==> config.mk <==
export PLATFORM = sky130hd
export DESIGN_NAME = eirq_detector
export DESIGN_NICKNAME = d
export VERILOG_FILES = /design/src/rtl/eirq_pkg.sv /design/src/rtl/eirq_fall_det.sv /design/src/rtl/eirq_chan.sv /design/src/rtl/eirq_detector.sv
export SDC_FILE = /design/constraint.sdc
export NUM_CORES = 1
export LEC_CHECK = 0
export ABC_AREA = 1
export BUFFER_PORTS_ARGS = -buffer_cell sky130_fd_sc_hd__buf_2
export CORE_MARGIN = 1.5
export CORE_UTILIZATION = 31
export CTS_CLUSTER_DIAMETER = 150
export DETAILED_ROUTE_END_ITERATION = 10
export PLACE_DENSITY = 0.71
export SETUP_SLACK_MARGIN = 0.5
export SYNTH_ARGS = -nofsm -noshare
export SYNTH_HDL_FRONTEND = slang
export SYNTH_SLANG_ARGS = --single-unit
export TNS_END_PERCENT = 5
==> constraint.sdc <==
create_clock -name clk -period 1 [get_ports clk]
set_input_delay 0.15 -clock clk [delete_from_list [all_inputs] [get_ports clk]]
set_output_delay 0.15 -clock clk [all_outputs]
set_load 0.005 [all_outputs]
==> src/rtl/eirq_pkg.sv <==
`timescale 1ns/1ps
package eirq_pkg;

    typedef enum logic {
        CH_IDLE    = 1'b0,
        CH_PENDING = 1'b1
    } chan_state_e;

    function automatic int vec_addr(input int base, input int stride, input int idx);
        return base + idx * stride;
    endfunction

endpackage

==> src/rtl/eirq_fall_det.sv <==
`timescale 1ns/1ps
module eirq_fall_det (
    input  logic clk,
    input  logic rst_n,
    input  logic pin,
    output logic fall
);

    logic prev_q;

    always_ff @(posedge clk or negedge rst_n) begin
        if (!rst_n) begin
            prev_q <= 1'b1;
        end else begin
            prev_q <= pin;
        end
    end

    always_comb begin
        fall = prev_q & ~pin;
    end

endmodule

==> src/rtl/eirq_chan.sv <==
`timescale 1ns/1ps
module eirq_chan
    import eirq_pkg::*;
#(
    parameter int VEC_W = 16,
    parameter logic [VEC_W-1:0] VADDR = '0
) (
    input  logic             clk,
    input  logic             rst_n,
    input  logic             pin,
    input  logic             wr_en,
    input  logic             wr_type,
    input  logic             wr_flag,
    input  logic             ack_valid,
    input  logic [VEC_W-1:0] ack_vector,
    output logic             type_o,
    output logic             flag_o,
    output logic             req_o
);

    chan_state_e state_q, state_d;
    logic        type_q;
    logic        fall;
    logic        capture;
    logic        retire;

    eirq_fall_det u_fall (
        .clk   (clk),
        .rst_n (rst_n),
        .pin   (pin),
        .fall  (fall)
    );

    assign capture = fall & type_q;
    assign retire  = ack_valid && (ack_vector == VADDR);

    always_ff @(posedge clk or negedge rst_n) begin
        if (!rst_n) begin
            type_q <= 1'b0;
        end else if (wr_en) begin
            type_q <= wr_type;
        end
    end

    always_comb begin
        state_d = state_q;
        if (wr_en) begin
            state_d = wr_flag ? CH_PENDING : CH_IDLE;
        end else begin
            unique case (state_q)
                CH_IDLE: begin
                    if (capture) state_d = CH_PENDING;
                end
                CH_PENDING: begin
                    if (retire && !capture) state_d = CH_IDLE;
                end
                default: state_d = CH_IDLE;
            endcase
        end
    end

    always_ff @(posedge clk or negedge rst_n) begin
        if (!rst_n) begin
            state_q <= CH_IDLE;
        end else begin
            state_q <= state_d;
        end
    end

    always_comb begin
        type_o = type_q;
        flag_o = (state_q == CH_PENDING);
        req_o  = type_q ? flag_o : ~pin;
    end

endmodule

==> src/rtl/eirq_detector.sv <==
`timescale 1ns/1ps
module eirq_detector
    import eirq_pkg::*;
#(
    parameter int N_SRC      = 2,
    parameter int VEC_W      = 16,
    parameter int VEC_BASE   = 3,
    parameter int VEC_STRIDE = 16,
    localparam int REG_W     = 2 * N_SRC
) (
    input  logic                   clk,
    input  logic                   rst_n,
    input  logic [N_SRC-1:0]       pin_i,
    input  logic                   reg_wr,
    input  logic [REG_W-1:0]       reg_wdata,
    output logic [REG_W-1:0]       reg_rdata,
    input  logic                   ack_valid,
    input  logic [VEC_W-1:0]       ack_vector,
    output logic [N_SRC-1:0]       irq_req,
    output logic [N_SRC*VEC_W-1:0] irq_vec
);

    for (genvar i = 0; i < N_SRC; i++) begin : g_src
        localparam logic [VEC_W-1:0] VADDR = VEC_W'(vec_addr(VEC_BASE, VEC_STRIDE, i));
        logic type_b;
        logic flag_b;

        eirq_chan #(
            .VEC_W (VEC_W),
            .VADDR (VADDR)
        ) u_chan (
            .clk        (clk),
            .rst_n      (rst_n),
            .pin        (pin_i[i]),
            .wr_en      (reg_wr),
            .wr_type    (reg_wdata[2*i]),
            .wr_flag    (reg_wdata[2*i+1]),
            .ack_valid  (ack_valid),
            .ack_vector (ack_vector),
            .type_o     (type_b),
            .flag_o     (flag_b),
            .req_o      (irq_req[i])
        );

        assign reg_rdata[2*i]            = type_b;
        assign reg_rdata[2*i+1]          = flag_b;
        assign irq_vec[i*VEC_W +: VEC_W] = VADDR;
    end

endmodule

==> impl_metrics.ini <==
[drt]
via_count = 496
drc = 0
ant_nets = 0
detailedRoute.firstPassIterationCount = 2
route.detailed.wl_per_inst_um = 6.828
drt_iter0_drc = 2
avg_vias_per_cell = 3.421
postRouteWirelength_um = 990

[cells_and_area]
layoutNonFillerInstCount = 145
drive_above_1_share_pct = 32.20
most-common-layout-cells = 32 x sky130_fd_sc_hd__conb_1, 30 x sky130_fd_sc_hd__buf_2, 13 x sky130_fd_sc_hd__nor2_1
design.final.nets = 146
final_core_utilization_pct = 35.01
mostFrequentLayoutCell = sky130_fd_sc_hd__conb_1
area_growth_syn_to_layout_pct = 5.780
diodes = 0

[sta]
timing_hold_violations_final = 0
worst_clock_skew_ns = 0.0001106
setup_ws_ns = -0.02529
period_minus_slack_ns = 1.025
top_achievable_clock_speed_ghz = 0.9753
slew_violations = 0
rsz0062_at_grt = true
finalSetupTns_ns = -0.04090
timing.final.setup_violations = 2
post-route-period-util_pct = 102.5

[critical_path]
timing.critical_path.buf_inv = 1
critical_path.startpoint_type = flop
crit_family = flip-flops
crit_fanout = 4
worst-path-stages = 2
worstPathCellList = o21ai_1, buf_2
reg2reg_depth = 4
timing_worst_setup_path_type = flop to output pin
timing.critical_path.to_type = output pin
worst_path_max_delay_cell = sky130_fd_sc_hd__dfrtp_1
data_arrival_at_the_endpoint_of_the_critical_path_ns = 0.88
peak_per_stage_delay_on_the_critical_path_ns = 0.39
worst-endpoint-required_ns = 0.85

[flow_run]
cap_violations = 0

[floorplan]
die_h_um = 48.77
start_util_pct = 33.10
placement_rows = 16
ios = 64
dieWidth_um = 48.77
design.die.area_mm2 = 0.002379
fp.coreArea_mm2 = 0.001962

[hold_path]
min_path_cells = 1
path_category_of_the_worst_min_delay_check = input pin to flop

[cts]
clk_latency_ns = 0.24
cts_max_level = 1
clock-root-buffer = sky130_fd_sc_hd__clkbuf_4
cts_tree = done
clock_tree.buffer_depth = 2
cts_sinks = 6
numCtsBuffers = 3
worst_setup_hold_path_clk_slew_ns = 0.04

[logic_synthesis]
ys_seq_area_share_pct = 23.51
postSynthAreaPerCell_um2 = 7.058
synth.lib_cells_used.distinct = 12
yosys_register_bits = 6
yosys-top-cells-area = sky130_fd_sc_hd__buf_4 44%, sky130_fd_sc_hd__dfrtp_1 15%, sky130_fd_sc_hd__dfstp_2 8.1%
synthesis.area_um2 = 649.4
yosysWarnings = 0
synthDominantCellAreaShare_pct = 43.93
post_synth_inst_count = 92
synth.largest_area_cell = sky130_fd_sc_hd__buf_4

[global_route]
global_route_wire_length_before_repair_um = 1559
pin_count_of_the_biggest_net_entering_global_routing = 11
vias_in_the_first_global_route = 402
grt_antenna_before_repair = 0
grt_overflow_total = 0
grt_use_total_pct = 8.659

[placement]
gp_congestion = 0.6216
hpwl_um = 897.8
numPortBuffers = 31
placedCellCount = 141

[power_and_ir_drop]
cellPowerDensity_mw_per_mm2 = 964.3
leakagePower_uw = 0.0004238
max-vdd-ir-drop_mv = 0.3094

[outcome]
status = finished with violations
failed_checks = negative setup slack
==> cells in the mapped netlist <==
cell,n
sky130_fd_sc_hd__nor2_2,2
sky130_fd_sc_hd__a22oi_1,2
sky130_fd_sc_hd__dfstp_2,2
sky130_fd_sc_hd__o21ai_0,4
sky130_fd_sc_hd__nor2_1,13
sky130_fd_sc_hd__nand3_1,3
sky130_fd_sc_hd__inv_1,9
sky130_fd_sc_hd__nand2_1,12
sky130_fd_sc_hd__dfrtp_1,4
sky130_fd_sc_hd__buf_4,38
sky130_fd_sc_hd__clkbuf_8,1
sky130_fd_sc_hd__conb_1,2
==> where the power goes <==
part           switching, uW  leakage (uW)  total, uW  internal, uW
clock                   73.5     0.0000138        208           135
combinational           93.9      0.000341        173          78.6
sequential              14.4     0.0000690        282           267
total                    182      0.000424        662           481
==> stage by stage <==
| stage | total power, uW | instance area, um^2 | worst slack, ns | hold WS [ns] |
|---|---|---|---|---|
| floorplan | 494.0 | 762.0 | 0.2247 | -0.1456 |
| global placement | 447.9 | 651.9 | 0.1312 | -0.02472 |
| detailed placement | 452.0 | 651.9 | 0.1138 | -0.02536 |
| CTS | 677.3 | 684.4 | -0.04188 | 0.02851 |
| global route | 716.4 | 686.9 | -0.07586 | 0.02843 |
| finish | 662.4 | 686.9 | -0.02529 | 0.03874 |
==> kinds of logic (layout without fill, tap and decap cells) <==
logic type	after synthesis	in the layout	synth area share [%]
AO/OA/AOI/OAI	6	6	5.394
AND/OR/NAND/NOR	30	30	18.69
flip-flops	6	6	23.51
buffers and inverters	48	44	51.25
other	2	32	1.157
==> sequential cells by signal, summed over array words and instances, names as in the netlist <==
| signal | flops |
|---|---|
| g_src.u_chan.flag_o | 2 |
| g_src.u_chan.type_o | 2 |
| g_src.u_chan.u_fall.prev_q | 2 |
==> path summary, 6_finish.rpt <==
kind,startpoint,to,slack (ns)
max,g_src[1].u_chan.type_o,irq_req[1],-0.03
max reg2reg,g_src[1].u_chan.type_o,g_src[1].u_chan.flag_o,0.14
min,pin_i[1],g_src[1].u_chan.u_fall.prev_q,0.04
min reg2reg,g_src[1].u_chan.type_o,g_src[1].u_chan.type_o,0.57
min in group asynchronous,rst_n,g_src[1].u_chan.type_o,0.27
max in group asynchronous,rst_n,g_src[0].u_chan.u_fall.prev_q,0.52
==> cell type report <==
| cell class | instances | area, um^2 |
|---|---|---|
| Tap cell | 27 | 33.78 |
| Timing Repair Buffer | 32 | 167.7 |
| Inverter | 9 | 33.78 |
| Sequential cell | 6 | 152.6 |
| Clock buffer | 3 | 22.52 |
| Fill cell | 230 | 1275 |
| Multi-Input combinational cell | 68 | 276.5 |
==> routing by layer <==
layer	track usage [%]	share of wire, %	vias up
li1	-	-	259
met4	7.143	0.61	0
met3	2.147	12	2
met2	14.61	49	36
met1	9.038	38	199
met5	0	0	-
==> timing repair <==
item | 4_1_cts | 5_1_grt
hold buffers | 1 | 0
gates resized for setup | 2 | 1
setup buffers | 0 | 0
setup endpoints to repair | 10 | 12
pin swaps | 10 | 6
hold endpoints to repair | 6 | 0
Power figures use the tool's default switching activity.
